--- src/rtl/wdog_pkg.sv ---
package wdog_pkg;
   localparam int unsigned OFS_CTRL = 4'h0;
   localparam int unsigned OFS_DATA = 4'h4;
   localparam int unsigned OFS_CNT  = 4'h8;
   localparam int unsigned OFS_CLR  = 4'hC;

   // writable bits of the control word: 15:8 prescale, 5 run, 4:3 select, 2 irq, 0 reset
   localparam logic [15:0] CTRL_KEEP = 16'hFF3D;

   typedef struct packed {
      logic [7:0] pre;
      logic [1:0] sel;
      logic       run;
      logic       irq_en;
      logic       rst_en;
   } ctrl_t;

   function automatic ctrl_t split_ctrl(input logic [15:0] w);
      ctrl_t c;
      c.pre    = w[15:8];
      c.sel    = w[4:3];
      c.run    = w[5];
      c.irq_en = w[2];
      c.rst_en = w[0];
      return c;
   endfunction
endpackage

--- src/rtl/wdog_regs.sv ---
module wdog_regs
   import wdog_pkg::*;
#(
   parameter int unsigned ADDR_W = 4,
   parameter int unsigned DATA_W = 32,
   parameter int unsigned CNT_W  = 16
) (
   input  logic              clk,
   input  logic              rst_n,
   input  logic              bus_en,
   input  logic              bus_we,
   input  logic [ADDR_W-1:0] bus_addr,
   input  logic [DATA_W-1:0] bus_wdata,
   input  logic [CNT_W-1:0]  cnt_q,
   output ctrl_t             ctrl,
   output logic [CNT_W-1:0]  reload,
   output logic              cnt_wr,
   output logic [CNT_W-1:0]  cnt_wval,
   output logic              clr_pulse,
   output logic [DATA_W-1:0] bus_rdata
);
   localparam logic [CNT_W-1:0] CNT_INIT = '1;

   logic        wr;
   logic        hit_ctrl, hit_data, hit_cnt, hit_clr;
   logic [15:0] ctrl_q;
   logic [CNT_W-1:0] data_q;

   assign wr       = bus_en && bus_we;
   assign hit_ctrl = (bus_addr == ADDR_W'(OFS_CTRL));
   assign hit_data = (bus_addr == ADDR_W'(OFS_DATA));
   assign hit_cnt  = (bus_addr == ADDR_W'(OFS_CNT));
   assign hit_clr  = (bus_addr == ADDR_W'(OFS_CLR));

   always_ff @(posedge clk or negedge rst_n) begin
      if (!rst_n) begin
         ctrl_q <= '0;
         data_q <= CNT_INIT;
      end else if (wr) begin
         if (hit_ctrl) ctrl_q <= bus_wdata[15:0] & CTRL_KEEP;
         if (hit_data) data_q <= bus_wdata[CNT_W-1:0];
      end
   end

   assign ctrl      = split_ctrl(ctrl_q);
   assign reload    = data_q;
   assign cnt_wr    = wr && hit_cnt;
   assign cnt_wval  = bus_wdata[CNT_W-1:0];
   assign clr_pulse = wr && hit_clr && bus_wdata[0];

   always_comb begin
      bus_rdata = '0;
      if (hit_ctrl)      bus_rdata = DATA_W'(ctrl_q);
      else if (hit_data) bus_rdata = DATA_W'(data_q);
      else if (hit_cnt)  bus_rdata = DATA_W'(cnt_q);
   end

   logic unused_bits;
   assign unused_bits = ^{bus_wdata, ctrl_q[7:6], ctrl_q[1]};

   // a control write keeps none of the reserved bits
   a_r2_ctrl_reserved: assert property (@(posedge clk) disable iff (!rst_n)
      (wr && hit_ctrl) |=> (ctrl_q[7:6] == 2'b00 && ctrl_q[1] == 1'b0));
endmodule

--- src/rtl/wdog_tickgen.sv ---
module wdog_tickgen #(
   parameter int unsigned PRE_W     = 8,
   parameter int unsigned SEL_W     = 2,
   parameter int unsigned BASE_LOG2 = 4
) (
   input  logic             clk,
   input  logic             rst_n,
   input  logic             run,
   input  logic [PRE_W-1:0] pre,
   input  logic [SEL_W-1:0] sel,
   output logic             tick
);
   localparam int unsigned DIV_W = BASE_LOG2 + (1 << SEL_W) - 1;

   generate
      if (PRE_W < 1 || SEL_W < 1 || SEL_W > 3 || BASE_LOG2 < 1) begin : g_bad_cfg
         $error("wdog_tickgen: unsupported parameter set");
      end
   endgenerate

   logic [PRE_W-1:0] pre_q;
   logic [DIV_W-1:0] div_q;
   logic [DIV_W-1:0] div_lim;
   logic             pre_wrap, div_wrap;

   assign div_lim  = (DIV_W'(1) << (BASE_LOG2 + 32'(sel))) - DIV_W'(1);
   assign pre_wrap = (pre_q >= pre);
   assign div_wrap = (div_q >= div_lim);
   assign tick     = run && pre_wrap && div_wrap;

   always_ff @(posedge clk or negedge rst_n) begin
      if (!rst_n) begin
         pre_q <= '0;
         div_q <= '0;
      end else if (!run) begin
         pre_q <= '0;
         div_q <= '0;
      end else if (pre_wrap) begin
         pre_q <= '0;
         div_q <= div_wrap ? '0 : div_q + DIV_W'(1);
      end else begin
         pre_q <= pre_q + PRE_W'(1);
      end
   end

   // the stages restart from zero whenever the timer is stopped
   a_r9_idle_clear: assert property (@(posedge clk) disable iff (!rst_n)
      !run |=> (pre_q == '0 && div_q == '0));
   // a tick never follows a tick on the next cycle, since every period is at least 2 clocks
   a_r3_tick_spacing: assert property (@(posedge clk) disable iff (!rst_n)
      (tick && run) |=> !tick);
endmodule

--- src/rtl/wdog_counter.sv ---
module wdog_counter #(
   parameter int unsigned CNT_W = 16
) (
   input  logic             clk,
   input  logic             rst_n,
   input  logic             tick,
   input  logic             cnt_wr,
   input  logic [CNT_W-1:0] cnt_wval,
   input  logic [CNT_W-1:0] reload,
   output logic [CNT_W-1:0] cnt_q,
   output logic             expire
);
   localparam logic [CNT_W-1:0] CNT_INIT = '1;

   logic at_zero;
   assign at_zero = (cnt_q == '0);
   assign expire  = tick && !cnt_wr && at_zero;

   always_ff @(posedge clk or negedge rst_n) begin
      if (!rst_n)      cnt_q <= CNT_INIT;
      else if (cnt_wr) cnt_q <= cnt_wval;
      else if (tick)   cnt_q <= at_zero ? reload : cnt_q - CNT_W'(1);
   end

   // a write lands in the counter on the next cycle, whatever the tick does
   a_r4_keepalive_load: assert property (@(posedge clk) disable iff (!rst_n)
      cnt_wr |=> (cnt_q == $past(cnt_wval)));
   // an expiry reloads from the reload register
   a_r5_reload: assert property (@(posedge clk) disable iff (!rst_n)
      expire |=> (cnt_q == $past(reload)));
   // without a tick or a write the counter does not move
   a_r9_hold: assert property (@(posedge clk) disable iff (!rst_n)
      (!tick && !cnt_wr) |=> $stable(cnt_q));
endmodule

--- src/rtl/wdog_action.sv ---
module wdog_action #(
   parameter int unsigned RST_LEN   = 16,
   parameter bit          SYNC_MASK = 1'b1
) (
   input  logic clk,
   input  logic rst_n,
   input  logic expire,
   input  logic irq_en,
   input  logic rst_en,
   input  logic clr_pulse,
   input  logic mask_in,
   output logic irq_o,
   output logic rst_o
);
   localparam int unsigned RW = $clog2(RST_LEN + 1);

   generate
      if (RST_LEN < 1) begin : g_bad_len
         $error("wdog_action: RST_LEN must be at least 1");
      end
   endgenerate

   logic mask_eff;

   generate
      if (SYNC_MASK) begin : g_sync
         logic s1, s2;
         always_ff @(posedge clk or negedge rst_n) begin
            if (!rst_n) begin
               s1 <= 1'b0;
               s2 <= 1'b0;
            end else begin
               s1 <= mask_in;
               s2 <= s1;
            end
         end
         assign mask_eff = s2;
      end else begin : g_direct
         assign mask_eff = mask_in;
      end
   endgenerate

   logic [RW-1:0] left_q;

   always_ff @(posedge clk or negedge rst_n) begin
      if (!rst_n)                               left_q <= '0;
      else if (expire && rst_en && !mask_eff)   left_q <= RW'(RST_LEN);
      else if (left_q != '0)                    left_q <= left_q - RW'(1);
   end
   assign rst_o = (left_q != '0);

   always_ff @(posedge clk or negedge rst_n) begin
      if (!rst_n)                 irq_o <= 1'b0;
      else if (expire && irq_en)  irq_o <= 1'b1;
      else if (clr_pulse)         irq_o <= 1'b0;
   end

   // checker state: length of the current reset pulse, saturating
   logic [RW-1:0] hi_len;
   always_ff @(posedge clk or negedge rst_n) begin
      if (!rst_n)                                hi_len <= '0;
      else if (!rst_o)                           hi_len <= '0;
      else if (hi_len < RW'(RST_LEN))            hi_len <= hi_len + RW'(1);
   end

   // every reset pulse lasts at least RST_LEN cycles
   a_r7_pulse_len: assert property (@(posedge clk) disable iff (!rst_n)
      $fell(rst_o) |-> (hi_len == RW'(RST_LEN)));
   // a pulse starts only while the mask was low
   a_r8_masked: assert property (@(posedge clk) disable iff (!rst_n)
      $rose(rst_o) |-> !$past(mask_eff));
   // interrupt is raised by an enabled expiry
   a_r6_irq_set: assert property (@(posedge clk) disable iff (!rst_n)
      (expire && irq_en) |=> irq_o);
   // interrupt only falls on a clear write
   a_r6_irq_sticky: assert property (@(posedge clk) disable iff (!rst_n)
      (irq_o && !clr_pulse) |=> irq_o);
endmodule

--- src/rtl/wdog_timer.sv ---
module wdog_timer
   import wdog_pkg::*;
#(
   parameter int unsigned ADDR_W    = 4,
   parameter int unsigned DATA_W    = 32,
   parameter int unsigned CNT_W     = 16,
   parameter int unsigned RST_LEN   = 16,
   parameter bit          SYNC_MASK = 1'b1
) (
   input  logic              clk,
   input  logic              rst_n,
   input  logic              bus_en,
   input  logic              bus_we,
   input  logic [ADDR_W-1:0] bus_addr,
   input  logic [DATA_W-1:0] bus_wdata,
   output logic [DATA_W-1:0] bus_rdata,
   input  logic              rst_mask_i,
   output logic              irq_o,
   output logic              sys_rst_o
);
   localparam int unsigned PRE_W     = 8;
   localparam int unsigned SEL_W     = 2;
   localparam int unsigned BASE_LOG2 = 4;

   generate
      if (ADDR_W < 4 || DATA_W < 16 || CNT_W < 2 || CNT_W > DATA_W) begin : g_bad_cfg
         $error("wdog_timer: unsupported parameter set");
      end
   endgenerate

   ctrl_t            ctrl;
   logic [CNT_W-1:0] reload, cnt_q, cnt_wval;
   logic             cnt_wr, clr_pulse, tick, expire;

   wdog_regs #(.ADDR_W(ADDR_W), .DATA_W(DATA_W), .CNT_W(CNT_W)) u_regs (
      .clk       (clk),
      .rst_n     (rst_n),
      .bus_en    (bus_en),
      .bus_we    (bus_we),
      .bus_addr  (bus_addr),
      .bus_wdata (bus_wdata),
      .cnt_q     (cnt_q),
      .ctrl      (ctrl),
      .reload    (reload),
      .cnt_wr    (cnt_wr),
      .cnt_wval  (cnt_wval),
      .clr_pulse (clr_pulse),
      .bus_rdata (bus_rdata)
   );

   wdog_tickgen #(.PRE_W(PRE_W), .SEL_W(SEL_W), .BASE_LOG2(BASE_LOG2)) u_tick (
      .clk   (clk),
      .rst_n (rst_n),
      .run   (ctrl.run),
      .pre   (ctrl.pre),
      .sel   (ctrl.sel),
      .tick  (tick)
   );

   wdog_counter #(.CNT_W(CNT_W)) u_cnt (
      .clk      (clk),
      .rst_n    (rst_n),
      .tick     (tick),
      .cnt_wr   (cnt_wr),
      .cnt_wval (cnt_wval),
      .reload   (reload),
      .cnt_q    (cnt_q),
      .expire   (expire)
   );

   wdog_action #(.RST_LEN(RST_LEN), .SYNC_MASK(SYNC_MASK)) u_act (
      .clk       (clk),
      .rst_n     (rst_n),
      .expire    (expire),
      .irq_en    (ctrl.irq_en),
      .rst_en    (ctrl.rst_en),
      .clr_pulse (clr_pulse),
      .mask_in   (rst_mask_i),
      .irq_o     (irq_o),
      .rst_o     (sys_rst_o)
   );

   // the counter cannot expire while the timer is stopped
   a_r9_no_fire_stopped: assert property (@(posedge clk) disable iff (!rst_n)
      !ctrl.run |-> !expire);
   // outputs quiet in the first cycle out of reset
   a_r1_quiet_start: assert property (@(posedge clk) disable iff (!rst_n)
      $rose(rst_n) |-> (!irq_o && !sys_rst_o));
endmodule

--- config.mk ---
export PLATFORM = sky130hd
export DESIGN_NAME = wdog_timer
export DESIGN_NICKNAME = d
export VERILOG_FILES = /design/src/rtl/wdog_pkg.sv /design/src/rtl/wdog_regs.sv /design/src/rtl/wdog_tickgen.sv /design/src/rtl/wdog_counter.sv /design/src/rtl/wdog_action.sv /design/src/rtl/wdog_timer.sv
export SDC_FILE = /design/constraint.sdc
export NUM_CORES = 1
export LEC_CHECK = 0
export CAP_MARGIN = 20
export CORE_MARGIN = 5
export CORE_UTILIZATION = 65
export CTS_CLUSTER_SIZE = 16
export DETAILED_ROUTE_END_ITERATION = 8
export DONT_BUFFER_PORTS = 1
export PLACE_DENSITY = 0.81
export SLEW_MARGIN = 15
export SYNTH_ARGS = -nofsm -noshare
export SYNTH_HDL_FRONTEND = slang
export SYNTH_SLANG_ARGS = --single-unit
--- constraint.sdc ---
create_clock -name clk -period 6.82 [get_ports clk]
set_clock_uncertainty 0.15 [all_clocks]
set_input_delay 0.341 -clock clk [delete_from_list [all_inputs] [get_ports clk]]
set_output_delay 0.341 -clock clk [all_outputs]
set_load 0.01 [all_outputs]
==> run metrics, run 1 <==
outcome completed; Crit Path Class reg2reg; Layout Nets 519; Yosys top cell by area dfrtp_1; share of the synthesized area in the top cell type 22.1%; worst hold path depth 1; Synth Instances 450; max cap viols 0; Max VDD drop 0.000227 V; distinct cell type count after synthesis 48; Die Y 89.3 um; Final setup violation count 0; final WL 9.80 mm; crit-path cells ha_1 -> and3_1 -> o21ai_1 -> a31o_1 -> a211o_1 -> or4_1 -> a31oi_1; Min-Delay Startpoint bus_wdata[11]; reg2reg setup slack 4.01 ns; slowest library cell on the worst path or4_1; CTS tree done; Tmin final 2.81 ns; Mapped Avg Cell Area 9.08 um^2; Final TNS setup 0 ns; worst reg-to-reg path cell count 7; CTS resizes 0; Async SR Flop Fraction 100%; final max-slew violation count 0; Num CTS Buffers 9; GR Overflow Total 0; Fin. Hold Viols 0; Routability Congestion 0.874; Critical Path Fanout Max 22; Row Count 28; worst min-delay path category in2reg; fin area 0.00444 mm^2; Skew-Pair Late Insertion Delay 0.35 ns; Initial DRT Pass Iterations 9; synthesized area 0.00408 mm^2; RSZ-0062 raised after global routing false; Critical Path RT 6.94 ns; Die X 89.3 um; global-route usage over all layers 26.4%; slowest stage delay, CP 0.62 ns; startpoint types flop; CP Capture Type flop; largest net degree at the start of global routing 69; clock-pin slew on the worst setup and hold paths 0.07 ns; multi-input logic area 0.00213 mm^2; Ys Warns 0; first-pass GRT wire length 16.1 mm; #FFs+latches synth 68; Worst slew margin 27.9%; Register Area 0.00174 mm^2; share of cells above drive strength 1 16.7%; antenna diode count 0; root buffer selected by CTS clkbuf_8; total chip power 1140 uW; clk sinks 68; largest cells by area after synthesis dfrtp_1 22%, dfstp_2 21%, mux2_2 5.2%; core area 0.00603 mm^2; die area 0.00797 mm^2; drc violations 0; initial drt markers 259; number of flops mapped to enable cells by yosys 0; vias in the first global route 3,338; synthesis-to-finish area growth 8.64%; Worst Tran Pin Value 1.08 ns; via density per instance 6.47; Max Buffers Root-to-Sink 2; I/O pin count 75; period utilization 41.2%; cell area power density 256 mW/mm^2; Filler cells 445; P_leak 0.00186 uW; Final ANT Viol Nets 0; dpl hpwl 6.33 mm; Synth Flop Type dfrtp_1; depth of the CTS H-tree 3; wire per inst 18.1 um; Post-Place Cell Area 0.00406 mm^2; Reg2Reg Capture Point u_cnt.cnt_q[15]; CP arrival 2.93 ns; R2R Path Start u_tick.pre_q[2]; Vias 3,507; Worst Hold End u_regs.reload[11]; Seq/Total Area, Yosys 42.6%; Buffers on Ports 0; initial antenna violation count 0; achievable frequency 355 MHz; Initial Utilization 67.8%
-- metal layers --
metal,up-vias,part of all wire [%],global-route usage [%]
met4,0,3.1,10.7
met5,-,0,0
met2,181,46,40.6
met1,1686,42,35.7
li1,1606,-,-
met3,34,9.7,6.82
-- how the worst max path moves through the flow --
| stage | from | end | slack [ns] | cells past startpoint |
|---|---|---|---|---|
| floorplan | u_tick.pre_q[2] | u_cnt.cnt_q[2] | 4.43 | 8 |
| global placement | bus_addr[2] | u_cnt.cnt_q[6] | 3.76 | 5 |
| detailed placement | bus_addr[2] | u_cnt.cnt_q[9] | 3.71 | 4 |
| CTS | u_tick.pre_q[2] | u_cnt.cnt_q[15] | 4.01 | 7 |
| global route | u_regs.ctrl_q[4] | u_cnt.cnt_q[4] | 3.80 | 8 |
| finish | u_tick.pre_q[2] | u_cnt.cnt_q[15] | 4.01 | 7 |
-- cell type report --
cell class / count / share of cell area (%)
Clock buffer: 9 / 2.79
Timing Repair Buffer: 22 / 5.19
Sequential cell: 68 / 39.3
Multi-Input combinational cell: 342 / 48.1
Tap cell: 75 / 2.12
Inverter: 19 / 1.61
Clock inverter: 7 / 0.987
-- logic make-up after synthesis --
logic type / count (synthesis) / share of synthesized area, %
simple gates: 174 / 21.5
compound gates: 102 / 15.4
flops: 68 / 42.6
buf+inv: 55 / 7.02
mux: 19 / 5.24
fa+ha+maj: 16 / 4.90
xor+xnor: 15 / 3.22
other cells: 1 / 0.0918
-- cell usage in the layout, fill, tap and decap left out, types with 12 or more instances in the layout --
master,netlist,layout
dfstp_2,32,32
inv_1,19,19
ha_1,16,16
dlygate4sd3_1,0,18
nand3_1,14,13
dfrtp_1,36,36
conb_1,1,16
nor2_1,52,52
o21ai_0,29,29
a22oi_1,12,12
a31oi_1,16,16
mux2_2,19,19
nand2_1,49,49
a21oi_1,15,15
-- state kept, by name (all words and copies together) (netlist names) --
name and count:
u_tick.div_q 7, u_regs.ctrl_q 13, u_act.left_q 5, u_act.g_sync.s2 1
u_act.irq_o 1, u_cnt.cnt_q 16, u_regs.reload 16, u_act.g_sync.s1 1
u_tick.pre_q 8
-- worst max-delay path, delay by kind of cell, from the launching register on --
| family | cells | cell delay, ns |
|---|---|---|
| AND/OR/NAND/NOR | 2 | 0.78 |
| adder cells (fa/ha/maj) | 1 | 0.33 |
| flip-flops | 1 | 0.43 |
| AO/OA/AOI/OAI | 4 | 1.04 |
-- stage by stage --
stage	utilization, %	setup WS [ns]	hold slack, ns	instances
after floorplan	-	4.43	-0.105	465
after global placement	67.3	3.76	-0.103	507
after detailed placement	67.3	3.71	-0.103	507
after CTS	73.5	4.01	0.00591	542
after global routing	73.6	3.80	0.00469	542
final	73.6	4.01	0.0106	542
-- cell usage after synthesis, types with 2 or more instances --
cell,n
o21ai_1,6
clkbuf_1,15
o211ai_1,10
nor4_1,2
o41ai_1,3
and3_1,9
nor4b_1,2
dfstp_2,32
nand3_1,14
nor3_1,10
or3_1,6
a21boi_1,2
inv_1,19
a22oi_1,12
nand2b_1,2
nand4_1,4
buf_2,3
ha_1,16
xor2_1,8
o21ai_0,29
dfrtp_1,36
nor4_2,3
a21oi_1,15
nor2b_1,3
nand2_1,49
mux2_2,19
buf_4,16
a31oi_1,16
or4_1,6
o31ai_1,3
nand3b_1,2
or4b_1,3
nand4b_1,3
nor2_1,52
xnor2_1,7
-- power breakdown --
part	total (uW)	internal (uW)	leakage, uW	switching, uW
Combinational	252	113	0.000988	139
Sequential	595	510	0.000792	84.8
Clock	290	130	0.0000848	161
Total	1140	753	0.00186	385
-- what timing repair did --
item,CTS,global route
setup buffers,0,0
hold buffers,19,0
hold endpoints to repair,113,0
Note: power is estimated with default switching activity, not from simulation.
==> run 2: changes to the inputs <==
- CORE_UTILIZATION: 65 -> 64
- PLACE_DENSITY: 0.81 -> 0.8
- clock period: 6.82 -> 2.9 ns (I/O delays scaled with it)
==> run metrics, run 2 (synthesized netlist as in run 1, its figures left out) <==
Buffers on Ports 0 (unchanged); period utilization 94.4% (was 41.2%); startpoint types flop (unchanged); Worst Tran Pin Value 1.02 ns (was 1.08 ns); DR top layer met4 (unchanged); routed wl met3 796 um (was 953 um); synthesis-to-finish area growth 13.4% (was 8.64%); most frequent cells in the layout 52 x nor2_1, 49 x nand2_1, 36 x dfrtp_1 (unchanged); Worst slew margin 31.2% (was 27.9%); crit path from u_tick.pre_q[2] (unchanged); CP delay by family, top compound AO/OA/AOI/OAI gates (unchanged); max cap viols 0 (unchanged); Critical Path Fanout Max 13 (was 22); Initial DRT Pass Iterations 5 (was 9); core area 0.00628 mm^2 (was 0.00603 mm^2); dpl hpwl 6.63 mm (was 6.33 mm); CP arrival 2.86 ns (was 2.93 ns); Max Buffers Root-to-Sink 2 (unchanged); RSZ-0062 raised after global routing false (unchanged); Max VDD drop 0.000445 V (was 0.000227 V); Row Count 29 (was 28); achievable frequency 365 MHz (was 355 MHz); cell area power density 630 mW/mm^2 (was 256 mW/mm^2); worst min-delay path category in2reg (unchanged); Reg2Reg Capture Point u_cnt.cnt_q[10] (was u_cnt.cnt_q[15]); depth of the CTS H-tree 3 (unchanged); Sw Share 31.3% (was 33.8%); Initial Utilization 65.1% (was 67.8%); reg2reg setup slack 0.16 ns (was 4.01 ns); initial drt markers 188 (was 259); share of cells above drive strength 1 17.8% (was 16.7%); Layout Nets 534 (was 519); Combinational Power Share 20.8% (was 22.2%); Skew-Pair Late Insertion Delay 0.36 ns (was 0.35 ns); Seq pwr share 47.7% (was 52.3%); largest net degree at the start of global routing 69 (unchanged); R2R Path Start u_tick.pre_q[2] (unchanged); DR WL met2 4.72 mm (was 4.46 mm); die area 0.00808 mm^2 (was 0.00797 mm^2); Critical Path RT 3.03 ns (was 6.94 ns); commonest non-fill, non-tap cell in the layout nor2_1 (unchanged); final core utilization 73.7% (was 73.6%); root buffer selected by CTS clkbuf_8 (unchanged); Routability Congestion 0.934 (was 0.874); WL met1 4.36 mm (was 4.08 mm); Final TNS setup 0 ns (unchanged); critical path depth 8 (was 7); CTS resizes 0 (unchanged); Net Switching 914 uW (was 385 uW); clock-pin slew on the worst setup and hold paths 0.08 ns (was 0.07 ns); CP Capture Type flop (unchanged); Final WS setup 0.163 ns (was 4.01 ns); pre-CTS setup slack 0.227 ns (was 3.71 ns); slowest library cell on the worst path a211o_1 (was or4_1); wire per inst 18.0 um (was 18.1 um); Internal 2000 uW (was 753 uW); initial antenna violation count 0 (unchanged); final max-slew violation count 0 (unchanged); via density per instance 6.19 (was 6.47); Tmin final 2.74 ns (was 2.81 ns); antenna diode count 0 (unchanged); Crit Path Class reg2reg (unchanged); global-route usage over all layers 25.4% (was 26.4%); Final ANT Viol Nets 0 (unchanged); final WL 10.1 mm (was 9.80 mm); Num CTS Buffers 9 (unchanged); Buf+Inv Stages, Crit Path 1 (was 0); P_leak 0.00195 uW (was 0.00186 uW); outcome completed (unchanged); CTS tree done (unchanged); worst reg-to-reg path cell count 8 (was 7); Die Y 89.9 um (was 89.3 um); Final setup violation count 0 (unchanged); first-pass GRT wire length 16.7 mm (was 16.1 mm); crit-path cells ha_1 -> and3_1 -> o21ai_1 -> a31o_1 -> a211o_1 -> buf_4 -> or3_1 -> a31oi_1 (was ha_1 -> and3_1 -> o21ai_1 -> a31o_1 -> a211o_1 -> or4_1 -> a31oi_1); Fin. Hold Viols 0 (unchanged); vias in the first global route 3,310 (was 3,338); drc violations 0 (unchanged); GR Overflow Total 0 (unchanged); slowest stage delay, CP 0.45 ns (was 0.62 ns); clk sinks 68 (unchanged); Clk pwr share 31.5% (was 25.5%); worst setup path endpoint u_cnt.cnt_q[10] (was u_cnt.cnt_q[15]); I/O pin count 75 (unchanged); total chip power 2920 uW (was 1140 uW); Vias 3,462 (was 3,507); Filler cells 453 (was 445); Die X 89.9 um (was 89.3 um); Min-Delay Startpoint bus_addr[1] (was bus_wdata[11])
run 2: cell count changes in the layout (fill, tap and decap cells not counted), sizes merged:
| cell | delta |
|---|---|
| buf | +9 |
| dlygate4sd3 | +6 |
| clkinv | -4 |
| bufinv | +2 |
| clkbuf | +2 |
run 2: worst min path at each step:
stage,end,slack [ns],cells after the start
final,u_regs.reload[0],0.07,4
after global routing,u_cnt.cnt_q[15],0.10,4
after floorplan,u_act.g_sync.s1,-0.30,0
after detailed placement,u_act.left_q[2],-0.30,0
after global placement,u_act.left_q[4],-0.30,0
after CTS,u_regs.reload[0],0.05,4
run 2: routing by layer:
metal  GRT usage, %  vias to the layer above
met5              0                        -
met3           6.18                       20
met1           34.4                     1664
met4           9.80                        0
met2           39.7                      145
li1               -                     1633
run 2: layout make-up:
| type | instances | area (um^2) | area share [%] |
|---|---|---|---|
| Tap cell | 77 | 96.3 | 2.08 |
| Multi-Input combinational cell | 342 | 2130 | 45.9 |
| Clock buffer | 11 | 151 | 3.27 |
| Inverter | 19 | 71.3 | 1.54 |
| Sequential cell | 68 | 1740 | 37.6 |
| Clock inverter | 5 | 83.8 | 1.81 |
| Timing Repair Buffer | 37 | 358 | 7.73 |
run 2: timing repair:
action,4_1_cts,5_1_grt
hold buffers,25,0
endpoints found under the hold margin,115,0
setup buffers,0,0
endpoints found under the setup margin,0,0
run 2: power by group through the flow:
stage	combinational, uW	sequential, uW	clock, uW
detailed placement	540	1400	0
CTS	600	1380	930
finish	606	1390	918
floorplan	469	1340	0
global route	685	1420	971
global placement	514	1390	0
run 2: stage by stage:
step                hold slack [ns]  std cells  cell area, um^2
finish                       0.0737        559             4630
global route                  0.101        559             4630
CTS                          0.0501        559             4630
detailed placement           -0.299        518             4130
global placement             -0.299        518             4130
floorplan                    -0.301        465             4140
run 2: worst register-to-register path: stages, from the launching register on:
cell and delay [ns]:
dfrtp_1 0.44, ha_1 0.32, and3_1 0.16, o21ai_1 0.07, a31o_1 0.24, a211o_1 0.45
buf_4 0.25, or3_1 0.37, a31oi_1 0.20
